### src/rtl/cart_map_pkg.sv
package cart_map_pkg;

  localparam int ROM_OFS_W = 14;
  localparam int RAM_OFS_W = 13;

  typedef enum logic [2:0] {
    RG_ROM_FIXED,
    RG_ROM_SWITCH,
    RG_RAM_WIN,
    RG_IO,
    RG_NONE
  } region_e;

  // Control command selected by a write into the ROM half (address bits 14:13).
  typedef enum logic [1:0] {
    CT_RAM_LOCK = 2'b00,
    CT_ROM_BANK = 2'b01,
    CT_RAM_BANK = 2'b10,
    CT_NONE     = 2'b11
  } ctl_e;

  function automatic region_e classify(input logic [15:0] a, input logic [7:0] io_last);
    region_e r;
    if (a[15:14] == 2'b00)                          r = RG_ROM_FIXED;
    else if (a[15:14] == 2'b01)                     r = RG_ROM_SWITCH;
    else if (a[15:13] == 3'b101)                    r = RG_RAM_WIN;
    else if (a[15:8] == 8'hFF && a[7:0] <= io_last) r = RG_IO;
    else                                            r = RG_NONE;
    return r;
  endfunction

  function automatic ctl_e ctl_kind(input logic [15:0] a);
    return ctl_e'(a[14:13]);
  endfunction

  function automatic logic unlock_code(input logic [7:0] d);
    return d[3:0] == 4'hA;
  endfunction

endpackage

### src/rtl/cart_region_decode.sv
module cart_region_decode
  import cart_map_pkg::*;
#(
  parameter logic [7:0] IO_LAST = 8'h4B
) (
  input  logic [15:0] addr,
  input  logic        rd,
  input  logic        wr,
  output region_e     region,
  output logic        rd_act,
  output logic        wr_act,
  output logic        ctl_wr
);
  // A cycle with both strobes is taken as a write.
  assign rd_act = rd & ~wr;
  assign wr_act = wr;
  assign region = classify(addr, IO_LAST);
  assign ctl_wr = wr_act & ((region == RG_ROM_FIXED) | (region == RG_ROM_SWITCH));
endmodule

### src/rtl/cart_bank_regs.sv
module cart_bank_regs
  import cart_map_pkg::*;
#(
  parameter int ROM_BANK_W = 5,
  parameter int RAM_BANK_W = 2
) (
  input  logic                  clk,
  input  logic                  rst_n,
  input  logic                  ctl_wr,
  input  logic [15:0]           addr,
  input  logic [7:0]            wdata,
  output logic [ROM_BANK_W-1:0] rom_bank,
  output logic [RAM_BANK_W-1:0] ram_bank,
  output logic                  ram_on
);
  localparam logic [ROM_BANK_W-1:0] BANK_ONE = ROM_BANK_W'(1);

  ctl_e                  kind;
  logic [ROM_BANK_W-1:0] rom_sel;

  assign kind    = ctl_kind(addr);
  assign rom_sel = wdata[ROM_BANK_W-1:0];

  always_ff @(posedge clk) begin
    if (!rst_n) begin
      rom_bank <= BANK_ONE;
      ram_bank <= '0;
      ram_on   <= 1'b0;
    end else if (ctl_wr) begin
      case (kind)
        CT_RAM_LOCK: ram_on   <= unlock_code(wdata);
        CT_ROM_BANK: rom_bank <= (rom_sel == '0) ? BANK_ONE : rom_sel;
        CT_RAM_BANK: ram_bank <= wdata[RAM_BANK_W-1:0];
        default:     ;
      endcase
    end
  end

  assert_zero_bank_remap_R4: assert property (@(posedge clk) disable iff (!rst_n)
    (ctl_wr && addr[14:13] == 2'b01 && wdata[ROM_BANK_W-1:0] == '0) |=> (rom_bank == BANK_ONE));

  assert_lock_follows_code_R5: assert property (@(posedge clk) disable iff (!rst_n)
    (ctl_wr && addr[14:13] == 2'b00) |=> (ram_on == ($past(wdata[3:0]) == 4'hA)));

  assert_dead_range_inert_R6: assert property (@(posedge clk) disable iff (!rst_n)
    (ctl_wr && addr[14:13] == 2'b11) |=> ($stable(rom_bank) && $stable(ram_bank) && $stable(ram_on)));
endmodule

### src/rtl/cart_addr_steer.sv
module cart_addr_steer
  import cart_map_pkg::*;
#(
  parameter int ROM_BANK_W = 5,
  parameter int RAM_BANK_W = 2,
  localparam int ROM_AW = ROM_BANK_W + ROM_OFS_W,
  localparam int RAM_AW = RAM_BANK_W + RAM_OFS_W
) (
  input  region_e               region,
  input  logic                  rd_act,
  input  logic                  wr_act,
  input  logic [15:0]           addr,
  input  logic [ROM_BANK_W-1:0] rom_bank,
  input  logic [RAM_BANK_W-1:0] ram_bank,
  input  logic                  ram_on,
  input  logic [7:0]            rom_rdata,
  input  logic [7:0]            ram_rdata,
  input  logic [7:0]            io_rdata,
  output logic [ROM_AW-1:0]     rom_addr,
  output logic                  rom_rd_en,
  output logic [RAM_AW-1:0]     ram_addr,
  output logic                  ram_rd_en,
  output logic                  ram_wr_en,
  output logic                  io_strobe,
  output logic                  io_write,
  output logic [7:0]            io_reg,
  output logic [7:0]            cpu_rdata
);
  logic rom_hit, ram_hit;

  assign rom_hit  = (region == RG_ROM_FIXED) | (region == RG_ROM_SWITCH);
  assign ram_hit  = (region == RG_RAM_WIN) & ram_on;

  assign rom_addr = (region == RG_ROM_SWITCH) ? {rom_bank, addr[ROM_OFS_W-1:0]}
                                              : {{ROM_BANK_W{1'b0}}, addr[ROM_OFS_W-1:0]};
  assign ram_addr = {ram_bank, addr[RAM_OFS_W-1:0]};

  assign rom_rd_en = rom_hit & rd_act;
  assign ram_rd_en = ram_hit & rd_act;
  assign ram_wr_en = ram_hit & wr_act;
  assign io_strobe = (region == RG_IO) & (rd_act | wr_act);
  assign io_write  = wr_act;
  assign io_reg    = addr[7:0];

  always_comb begin
    cpu_rdata = 8'hFF;
    if (rom_rd_en)                            cpu_rdata = rom_rdata;
    else if (ram_rd_en)                       cpu_rdata = ram_rdata;
    else if (io_strobe && rd_act)             cpu_rdata = io_rdata;
  end
endmodule

### src/rtl/cart_map_decoder.sv
module cart_map_decoder
  import cart_map_pkg::*;
#(
  parameter int         ROM_BANK_W = 5,
  parameter int         RAM_BANK_W = 2,
  parameter logic [7:0] IO_LAST    = 8'h4B,
  localparam int ROM_AW = ROM_BANK_W + ROM_OFS_W,
  localparam int RAM_AW = RAM_BANK_W + RAM_OFS_W
) (
  input  logic              clk,
  input  logic              rst_n,
  input  logic [15:0]       cpu_addr,
  input  logic [7:0]        cpu_wdata,
  input  logic              cpu_rd,
  input  logic              cpu_wr,
  output logic [7:0]        cpu_rdata,
  input  logic [7:0]        rom_rdata,
  input  logic [7:0]        ram_rdata,
  input  logic [7:0]        io_rdata,
  output logic [ROM_AW-1:0] rom_addr,
  output logic              rom_rd_en,
  output logic [RAM_AW-1:0] ram_addr,
  output logic              ram_rd_en,
  output logic              ram_wr_en,
  output logic              io_strobe,
  output logic              io_write,
  output logic [7:0]        io_reg
);
  region_e               region;
  logic                  rd_act, wr_act, ctl_wr;
  logic [ROM_BANK_W-1:0] rom_bank;
  logic [RAM_BANK_W-1:0] ram_bank;
  logic                  ram_on;

  cart_region_decode #(.IO_LAST(IO_LAST)) u_decode (
    .addr(cpu_addr), .rd(cpu_rd), .wr(cpu_wr),
    .region(region), .rd_act(rd_act), .wr_act(wr_act), .ctl_wr(ctl_wr)
  );

  cart_bank_regs #(.ROM_BANK_W(ROM_BANK_W), .RAM_BANK_W(RAM_BANK_W)) u_regs (
    .clk(clk), .rst_n(rst_n), .ctl_wr(ctl_wr), .addr(cpu_addr), .wdata(cpu_wdata),
    .rom_bank(rom_bank), .ram_bank(ram_bank), .ram_on(ram_on)
  );

  cart_addr_steer #(.ROM_BANK_W(ROM_BANK_W), .RAM_BANK_W(RAM_BANK_W)) u_steer (
    .region(region), .rd_act(rd_act), .wr_act(wr_act), .addr(cpu_addr),
    .rom_bank(rom_bank), .ram_bank(ram_bank), .ram_on(ram_on),
    .rom_rdata(rom_rdata), .ram_rdata(ram_rdata), .io_rdata(io_rdata),
    .rom_addr(rom_addr), .rom_rd_en(rom_rd_en), .ram_addr(ram_addr),
    .ram_rd_en(ram_rd_en), .ram_wr_en(ram_wr_en), .io_strobe(io_strobe),
    .io_write(io_write), .io_reg(io_reg), .cpu_rdata(cpu_rdata)
  );

  assert_fixed_bank_zero_R1: assert property (@(posedge clk) disable iff (!rst_n)
    (cpu_rd && !cpu_wr && cpu_addr[15:14] == 2'b00) |-> (rom_rd_en && rom_addr[ROM_AW-1:ROM_OFS_W] == '0));

  assert_window_never_bank0_R2: assert property (@(posedge clk) disable iff (!rst_n)
    (cpu_rd && !cpu_wr && cpu_addr[15:14] == 2'b01) |-> (rom_rd_en && rom_addr[ROM_AW-1:ROM_OFS_W] != '0));

  assert_rom_write_inert_R3: assert property (@(posedge clk) disable iff (!rst_n)
    (cpu_wr && !cpu_addr[15]) |-> !(rom_rd_en || ram_rd_en || ram_wr_en || io_strobe));

  assert_locked_ram_quiet_R8: assert property (@(posedge clk) disable iff (!rst_n)
    !ram_on |-> !(ram_rd_en || ram_wr_en));

  assert_io_strobe_source_R9: assert property (@(posedge clk) disable iff (!rst_n)
    io_strobe |-> ((cpu_rd || cpu_wr) && cpu_addr[15:8] == 8'hFF && cpu_addr[7:0] <= IO_LAST));

  assert_one_target_R10: assert property (@(posedge clk) disable iff (!rst_n)
    $onehot0({rom_rd_en, ram_rd_en | ram_wr_en, io_strobe}));

  assert_reset_state_R11: assert property (@(posedge clk)
    !rst_n |=> (rom_bank == ROM_BANK_W'(1) && ram_bank == '0 && !ram_on));
endmodule

### config.mk
export PLATFORM = sky130hd
export DESIGN_NAME = cart_map_decoder
export DESIGN_NICKNAME = d
export VERILOG_FILES = /design/src/rtl/cart_map_pkg.sv /design/src/rtl/cart_region_decode.sv /design/src/rtl/cart_bank_regs.sv /design/src/rtl/cart_addr_steer.sv /design/src/rtl/cart_map_decoder.sv
export SDC_FILE = /design/constraint.sdc
export NUM_CORES = 1
export LEC_CHECK = 0
export ABC_AREA = 0
export BUFFER_PORTS_ARGS = -buffer_cell sky130_fd_sc_hd__buf_2
export CORE_ASPECT_RATIO = 0.7
export CORE_UTILIZATION = 30
export DETAILED_ROUTE_END_ITERATION = 16
export GPL_TIMING_DRIVEN = 0
export PLACE_DENSITY = 0.71
export REMOVE_ABC_BUFFERS = 1
export SYNTH_ARGS = -nofsm -noshare
export SYNTH_HDL_FRONTEND = slang
export SYNTH_HIERARCHICAL = 1
export SYNTH_SLANG_ARGS = --single-unit
### constraint.sdc
create_clock -name clk -period 2.91 [get_ports clk]
set_input_delay 0.582 -clock clk [delete_from_list [all_inputs] [get_ports clk]]
set_output_delay 0.582 -clock clk [all_outputs]
set_load 0.1 [all_outputs]
# Yosys cells after proc, flatten, opt, wreduce, memory -nomap -nowiden

Cells that the tools add are included.

Order comparisons: 1
Equal/unequal tests: 9
Mux-type cells: 9
Bitwise logic cells: 10
Reductions and logical operators: 9

Operator list:

| cell                                                                   | number |
|---|---|
| 8-bit 2-to-1 mux                                                       | 3 |
| 19-bit 2-to-1 mux                                                      | 1 |
| 3-bit 2-to-1 mux                                                       | 4 |
| 8-bit equality test (second input constant)                            | 1 |
| 8-bit by 7-bit <= comparator with 1-bit output (second input constant) | 1 |
| 1-bit bitwise AND                                                      | 7 |
| 3-bit by 2-bit equality test with 1-bit output (second input constant) | 2 |
| 2-bit AND reduction                                                    | 3 |
| 5-bit logical NOT                                                      | 1 |
| 5-bit 2-to-1 mux                                                       | 1 |
| 2-bit by 1-bit equality test with 1-bit output (second input constant) | 2 |
| 4-bit equality test (second input constant)                            | 1 |
| 2-bit logical NOT                                                      | 2 |
| 3-bit by 1-bit equality test with 1-bit output (second input constant) | 1 |
| 3-bit equality test (second input constant)                            | 1 |
| 3-bit logical NOT                                                      | 1 |
| 2-bit equality test (second input constant)                            | 1 |
| 1-bit logical AND                                                      | 2 |
| 1-bit OR                                                               | 2 |
| 1-bit inverter                                                         | 1 |

Flip-flop bits (word level): 8
Input port bits: 52
Output and inout port bits: 55
Logic and storage cells: 41

# Longest topological paths before layout

Gate-level depths: netlist of the first run.

Depth in word-level cells: 12
Depth in mapped cells: 7
Depth with buffers taken out: 6

# Cells and area by module

The synthesis of the first run kept the hierarchy.

By module, submodules not included:

| module             | times used | cells an instance | area each (µm²) | seq. area each (µm²) |
|---|---|---|---|---|
| cart_addr_steer    | 1          | 79                | 546.8           | 0.0 |
| cart_bank_regs     | 1          | 30                | 349.1           | 160.2 |
| cart_region_decode | 1          | 13                | 105.1           | 0.0 |

# Worst setup path before layout of the first run

No wires, ideal clock.

Kind: input port to output port
Start point: input port cpu_addr[3]
End point: output port cpu_rdata[0]
Data arrival time: 3202 ps
Required time: 2328 ps
Slack: -874 ps
Stages on the path: 7
Path buffers: 1
Cells stage by stage: a211o_1 > a2111oi_4 > o21a_1 > nand4bb_1 > buf_2 > o32ai_1 > o21ai_1

Word-level cells in the longest chain between the ends: 12
Elaborated cells between the ends (all ways): 19
Classes of those cells: order compare: 1; eq/ne: 3; mux: 7; bitwise: 5; reduce/logical: 3

RTL lines:

| what                                               | line                   | source |
|---|---|---|
| start: declaration                                 | cart_map_decoder.sv:12 | `input logic [15:0] cpu_addr,` |
| 8-bit by 7-bit <= comparator with 1-bit output (*) | cart_map_pkg.sv:27     | `else if (a[15:8] == 8'hFF && a[7:0] <= io_last) r = RG_IO;` |
| 1-bit logical AND (*)                              | cart_map_pkg.sv:27     |  |
| 3-bit 2-to-1 mux (*)                               | cart_map_pkg.sv:27     |  |
| 3-bit 2-to-1 mux (*)                               | cart_map_pkg.sv:26     | `else if (a[15:13] == 3'b101) r = RG_RAM_WIN;` |
| 3-bit 2-to-1 mux (*)                               | cart_map_pkg.sv:25     | `else if (a[15:14] == 2'b01) r = RG_ROM_SWITCH;` |
| 3-bit 2-to-1 mux (*)                               | cart_map_pkg.sv:24     | `if (a[15:14] == 2'b00) r = RG_ROM_FIXED;` |
| via region[0]                                      | cart_map_decoder.sv:29 | `region_e region;` |
| 3-bit by 2-bit equality test with 1-bit output     | cart_addr_steer.sv:41  | `assign io_strobe = (region == RG_IO) & (rd_act \| wr_act);` |
| 1-bit bitwise AND                                  | cart_addr_steer.sv:41  |  |
| 1-bit logical AND                                  | cart_addr_steer.sv:49  | `else if (io_strobe && rd_act) cpu_rdata = io_rdata;` |
| 8-bit 2-to-1 mux                                   | cart_addr_steer.sv:49  |  |
| 8-bit 2-to-1 mux                                   | cart_addr_steer.sv:48  | `else if (ram_rd_en) cpu_rdata = ram_rdata;` |
| 8-bit 2-to-1 mux (*)                               | cart_addr_steer.sv:47  | `if (rom_rd_en) cpu_rdata = rom_rdata;` |
| end: declaration                                   | cart_map_decoder.sv:16 | `output logic [7:0] cpu_rdata,` |

The timed path passes the listed nets; every way through them passes the cells marked *.

# Worst setup path in the final report of the first run

Start point: input port cpu_addr[3]
End point: output port cpu_rdata[3]

Same word-level chain as after synthesis.

==> results.py, run 1 <==
metrics = {
    "critical_path": {
        "path_class": "in2out",
        "crit_path_top_delay_cell": "a211o_1",
        "endpoint_kind": "output port",
        "crit_family": "compound AO/OA/AOI/OAI gates",
        "crit_path_frequent_cell": "buf_6",
        "crit_chain": "buf_6, a211o_1, a2111oi_4, buf_4, a21o_4, nand4b_1, buf_6, o32ai_1, o21ai_1, buf_6",
        "crit_arrival_ns": 2.42,
        "worstPathRequired_ns": 2.33,
        "cp-start-kind": "input port",
        "worst-path-buf-inv": 4,
        "cp_slowest_stage_delay_ns": 0.31,
        "cp_max_fo": 7,
    },
    "finish": {
        "final_nets": 241,
        "drive_gt1_frac": 0.6524,
        "final_cell_mix": "buf_2, buf_6, nor2b_1",
        "insertedDiodeCount": 0,
        "layout_commonest_cell": "buf_2",
        "fin_area_um2": 1556,
        "area_delta_synth_final_pct": 55.50,
    },
    "timing": {
        "clock_skew_ns": 0,
        "fin_setup_tns_ns": -0.5016,
        "setup_ws_ns": -0.09431,
        "maxSlewViolCount": 0,
        "fmax_mhz": 332.9,
        "hold_violations": 0,
        "hold_ws_ns": 0.5075,
        "relSlewSlack": 0.6681,
        "rsz0062_at_grt": "yes",
        "setup_viol": 8,
        "worst_pin_slew_ns": 0.5013,
        "fin_crit_ns": 3.004,
        "fin_crit_sh": 1.032,
    },
    "yosys": {
        "synth_cell_types": 29,
        "synth_area_leaders": "buf_4, dfxtp_1, mux2i_1",
        "ys_seq_elements": 8,
        "yosys_warnings": 6,
        "ys_seq_area_frac": 0.1600,
        "yosysTopAreaCell": "buf_4",
        "synth_top_area_frac": 0.2925,
        "avgSynthCellArea_um2": 8.205,
        "syn_inst": 122,
        "synth_area_um2": 1001,
    },
    "place": {
        "portBuffers": 95,
        "place_congestion": 0.7354,
        "place_hpwl_um": 2117,
        "pre_cts_slack_ns": -0.5993,
        "dpl_cell_area_um2": 1215,
    },
    "worst_hold_path": {
        "min_path_type": "reg2reg",
    },
    "route": {
        "dr.pass1.iters": 10,
        "drt_drc_violations_left": 9,
        "wirelength_um": 3052,
        "num_vias": 1086,
        "wl_per_cell_um": 13.56,
        "vias_per_cell": 4.827,
        "ant_nets": 0,
        "drt_iter0_drc": 41,
    },
    "power_and_ir_drop": {
        "vdd_drop_max_mv": 0.2488,
        "power_leakage_nw": 0.7505,
        "power_density_nw_per_um2": 389.2,
        "total_power_uw": 605.8,
    },
    "global_route": {
        "antenna_found_initial": 0,
        "grt_max_degree": 18,
        "grt_usage": 0.1580,
        "grt_pass1_vias": 955,
        "grt-ovfl-total": 0,
        "grt_first_pass_wirelength_um": 4374,
    },
    "cts": {
        "clock_latency_ns": 0.23,
        "clock_sinks": 8,
        "tritoncts.num_buffers": 3,
        "cts_hold_buffers": 0,
        "root_buffer": "clkbuf_8",
        "clk_pin_slew_worst_paths_ns": 0.04,
        "cts_htree_levels": 1,
        "cts_tree": "built",
        "clk_path_buf_depth": 2,
    },
    "flow_run": {
        "drv_cap": 0,
    },
    "die": {
        "ioPinCount": 107,
        "die_h_um": 50.33,
        "die-area_um2": 3575,
        "placementRows": 17,
        "die_w_um": 71.04,
        "coreArea_um2": 3169,
        "initial_core_util": 0.3158,
    },
    "outcome": {
        "failed_checks": "design-rule violations, negative setup slack",
        "status": "finished with violations",
    },
}
==> worst min-delay path: cells and delay by family, from the launching register on <==
family,cells,cell delay (ns)
flip-flops,1,0.31
multiplexers,1,0.07
AND/OR/NAND/NOR,1,0.09
==> registers in the layout, summed over array words and instances, names as in the netlist <==
| name | flops |
|---|---|
| u_regs/rom_bank | 5 |
| u_regs/ram_on | 1 |
| u_regs/ram_bank | 2 |
==> synth_stat cells, drive strengths merged <==
master	number
a2111oi	1
a211o	1
a21o	1
a21oi	1
and2	5
and4bb	1
buf	41
dfxtp	8
inv	3
mux2i	7
nand2	9
nand3b	4
nand4	1
nand4b	1
nand4bb	1
nor2	2
nor2b	11
nor3	2
nor3b	3
nor4	1
o21a	1
o21ai	9
o32ai	8
==> worst paths after layout <==
| kind | start | endpoint | slack (ns) | depth (start not counted) |
|---|---|---|---|---|
| worst min register to register | u_regs/ram_bank[1] | u_regs/ram_bank[1] | 0.51 | 2 |
| worst max register to register | u_regs/ram_on | u_regs/ram_on | 2.15 | 2 |
| worst max-delay path | cpu_addr[3] | cpu_rdata[3] | -0.09 | 10 |
| worst min-delay path | u_regs/ram_bank[1] | u_regs/ram_bank[1] | 0.51 | 2 |
==> layer usage <==
metal  routed length, µm  global-route usage  share of wire  vias up
met5                   0                   0              0        -
met4                  53             0.08333          0.017        0
met3                 170             0.02008          0.056        6
met2                1621              0.2869           0.53       55
met1                1208              0.1830           0.40      494
li1                    -                   -              -      531
==> layout make-up <==
cell class                 count  area [µm²]
fill                         322        1613
timing repair buffer         102       664.4
multi-input combinational     71       631.9
sequential                     8       160.2
tap                           38       47.55
clock buffer                   3       41.29
inverter                       3       11.26
==> logic make-up (layout without fill, tap and decap cells) <==
group | Yosys count | after routing | share of synthesized area
AO/OA/AOI/OAI | 22 | 22 | 0.1725
buffers and inverters | 44 | 108 | 0.3200
flip-flops | 8 | 8 | 0.1600
multiplexers | 7 | 7 | 0.07000
AND/OR/NAND/NOR | 41 | 42 | 0.2775
==> what timing repair did <==
item	in CTS	in global routing
hold endpoints to repair	0	0
pin swaps	5	7
endpoints found under the setup margin	17	17
buffers inserted	6	1
gates resized for setup	42	9
gates cloned	1	0
==> metrics by stage <==
stage                       util  instances
after floorplan                -         81
after global placement    0.3833        214
after detailed placement  0.3833        214
after CTS                 0.4757        224
after global routing      0.4911        225
final                     0.4911        225
==> where the power goes <==
group	switching [mW]	total, mW	internal, mW
clock network	0.0414	0.131	0.0894
logic	0.280	0.362	0.0814
registers	0.00103	0.113	0.112
Note: power is estimated with default switching activity, not from simulation.
==> run 2: changes to the inputs <==
CORE_UTILIZATION = 35   (was 30)
PLACE_DENSITY = 0.81   (was 0.71)
==> results.py, run 2 (same netlist as run 1, synthesis figures left out) <==
metrics = {
    "outcome": {
        "status": "finished with violations",
        "failed_checks": "negative setup slack",
    },
    "power_and_ir_drop": {
        "p_switching_uw": 323.8,
        "vdd_drop_max_mv": 0.2662,
        "clkPwrFrac": 0.212,
        "combPwrFrac": 0.602,
        "swShare": 0.5299,
        "power_density_nw_per_um2": 375.1,
        "power_frac_seq": 0.186,
        "p_int_uw": 287.3,
        "power_leakage_nw": 0.7700,
    },
    "die": {
        "die-area_um2": 3081,
        "coreArea_um2": 2590,
        "die_h_um": 46.75,
        "die_w_um": 65.92,
        "placementRows": 15,
        "ioPinCount": 107,
        "initial_core_util": 0.3865,
    },
    "timing": {
        "clock_skew_ns": 0,
        "rsz0062_at_grt": "yes",
        "fin_crit_ns": 2.989,
        "setup_ws_ns": -0.07897,
        "fmax_mhz": 334.6,
        "fin_crit_sh": 1.027,
        "setup_viol": 13,
        "relSlewSlack": 0.6675,
        "worst_pin_slew_ns": 0.5023,
        "hold_violations": 0,
        "maxSlewViolCount": 0,
    },
    "finish": {
        "top_regs": "u_regs/rom_bank: 5 flops, u_regs/ram_bank: 2 flops, u_regs/ram_on: 1 flops",
        "finalCoreUtilization": 0.6290,
        "top_register": "u_regs/rom_bank",
        "insertedDiodeCount": 0,
        "largest_reg_flops": 5,
        "drive_gt1_frac": 0.6791,
        "final_nets": 241,
        "final_cell_mix": "buf_2, nor2b_1, buf_6",
        "layout_commonest_cell": "buf_2",
        "area_delta_synth_final_pct": 62.75,
        "fin_area_um2": 1629,
    },
    "worst_hold_path": {
        "hp-start": "u_regs/ram_bank[0]",
        "min_path_type": "reg2reg",
        "min_path_cells": 2,
        "worst_hold_path.endpoint": "u_regs/ram_bank[0]",
    },
    "critical_path": {
        "rr_worst_depth": 2,
        "reg2reg_to": "u_regs/ram_on",
        "crit_arrival_ns": 2.41,
        "r2r_slack_ns": 2.21,
        "path_class": "in2out",
        "worstPathRequired_ns": 2.33,
        "endpoint_kind": "output port",
        "r2r_start": "u_regs/ram_on",
        "cp_slowest_stage_delay_ns": 0.32,
        "crit_path_top_delay_cell": "a211o_1",
        "cp_max_fo": 6,
        "cp-start-kind": "input port",
        "crit_chain": "buf_8, a211o_1, a2111oi_4, buf_4, nor3_4, nand4bb_4, o32ai_4, o21ai_2, buf_12",
    },
    "place": {
        "place_hpwl_um": 2100,
        "portBuffers": 95,
        "place_congestion": 0.6777,
        "dpl_cell_area_um2": 1210,
    },
    "route": {
        "num_vias": 1065,
        "wirelength_um": 3073,
        "vias_per_cell": 4.819,
        "ant_nets": 0,
        "drt_iter0_drc": 33,
        "dr.pass1.iters": 4,
        "wl_per_cell_um": 13.90,
        "drt_drc_violations_left": 0,
    },
    "flow_run": {
        "drv_cap": 0,
    },
    "cts": {
        "clk_pin_slew_worst_paths_ns": 0.04,
        "cts_tree": "built",
        "root_buffer": "clkbuf_8",
        "tritoncts.num_buffers": 3,
        "cts_htree_levels": 1,
        "clk_path_buf_depth": 2,
        "clock_sinks": 8,
        "clock_latency_ns": 0.22,
    },
    "global_route": {
        "grt_pass1_vias": 880,
        "grt_max_degree": 17,
        "grt-ovfl-total": 0,
        "antenna_found_initial": 0,
        "grt_usage": 0.1730,
        "grt_first_pass_wirelength_um": 4022,
    },
}
==> run 2: what timing repair did <==
item                                    in CTS  in global routing
hold buffers                                 0                  0
gates resized for setup                     59                 11
endpoints found under the setup margin      17                 15
setup buffers                                7                  0
cloned                                       1                  0
pin swaps                                    6                  3
==> run 2: layout make-up <==
class | instances | area (µm²)
clock buffer | 3 | 41.29
fill | 222 | 960.9
inverter | 3 | 11.26
multi-input combinational | 71 | 665.6
sequential | 8 | 160.2
tap | 34 | 42.54
timing repair buffer | 102 | 708.2
==> run 2: routing by layer <==
| metal | wire length [µm] | GRT usage | up-vias | share of wire |
|---|---|---|---|---|
| met2 | 1680 | 0.3347 | 51 | 0.55 |
| met1 | 1198 | 0.1991 | 488 | 0.39 |
| li1 | - | - | 526 | - |
| met4 | 0 | 0.02609 | 0 | 0 |
| met5 | 0 | 0 | - | 0 |
| met3 | 194 | 0.04612 | 0 | 0.063 |
==> run 2: critical path: cells and delay by family <==
kind / cells / cell delay, ns
AO/OA/AOI/OAI: 4 / 1.01
buffers and inverters: 3 / 0.46
AND/OR/NAND/NOR: 2 / 0.35
==> run 2: power groups by stage <==
stage                     logic [mW]  registers, mW  clock network [mW]
after floorplan               0.0882          0.119                   0
after global placement         0.328          0.115                   0
after detailed placement       0.329          0.115                   0
after CTS                      0.361          0.113               0.132
after global routing           0.380          0.113               0.140
final                          0.368          0.113               0.130
==> run 2: worst max-delay path by stage <==
stage | cells after the start | end | from | slack [ns]
5_1_grt | 9 | cpu_rdata[3] | cpu_addr[3] | -0.14
4_1_cts | 9 | cpu_rdata[3] | cpu_addr[3] | -0.04
3_3_place_gp | 8 | cpu_rdata[5] | cpu_addr[3] | -0.50
6_report | 9 | cpu_rdata[3] | cpu_addr[3] | -0.08
2_1_floorplan | 6 | cpu_rdata[0] | cpu_addr[3] | -1.34
3_5_place_dp | 8 | cpu_rdata[5] | cpu_addr[3] | -0.52
==> run 2: per-stage QoR <==
step	std cells	hold slack [ns]	power [mW]	setup WS (ns)	TNS (ns)
detailed placement	210	0.5023	0.4438	-0.5201	-7.181
global placement	210	0.4917	0.4433	-0.4970	-6.781
CTS	221	0.5246	0.6066	-0.04483	-0.3229
floorplan	81	0.4741	0.2073	-1.341	-14.50
global route	221	0.5406	0.6333	-0.1397	-1.483
finish	221	0.5174	0.6111	-0.07897	-0.5150
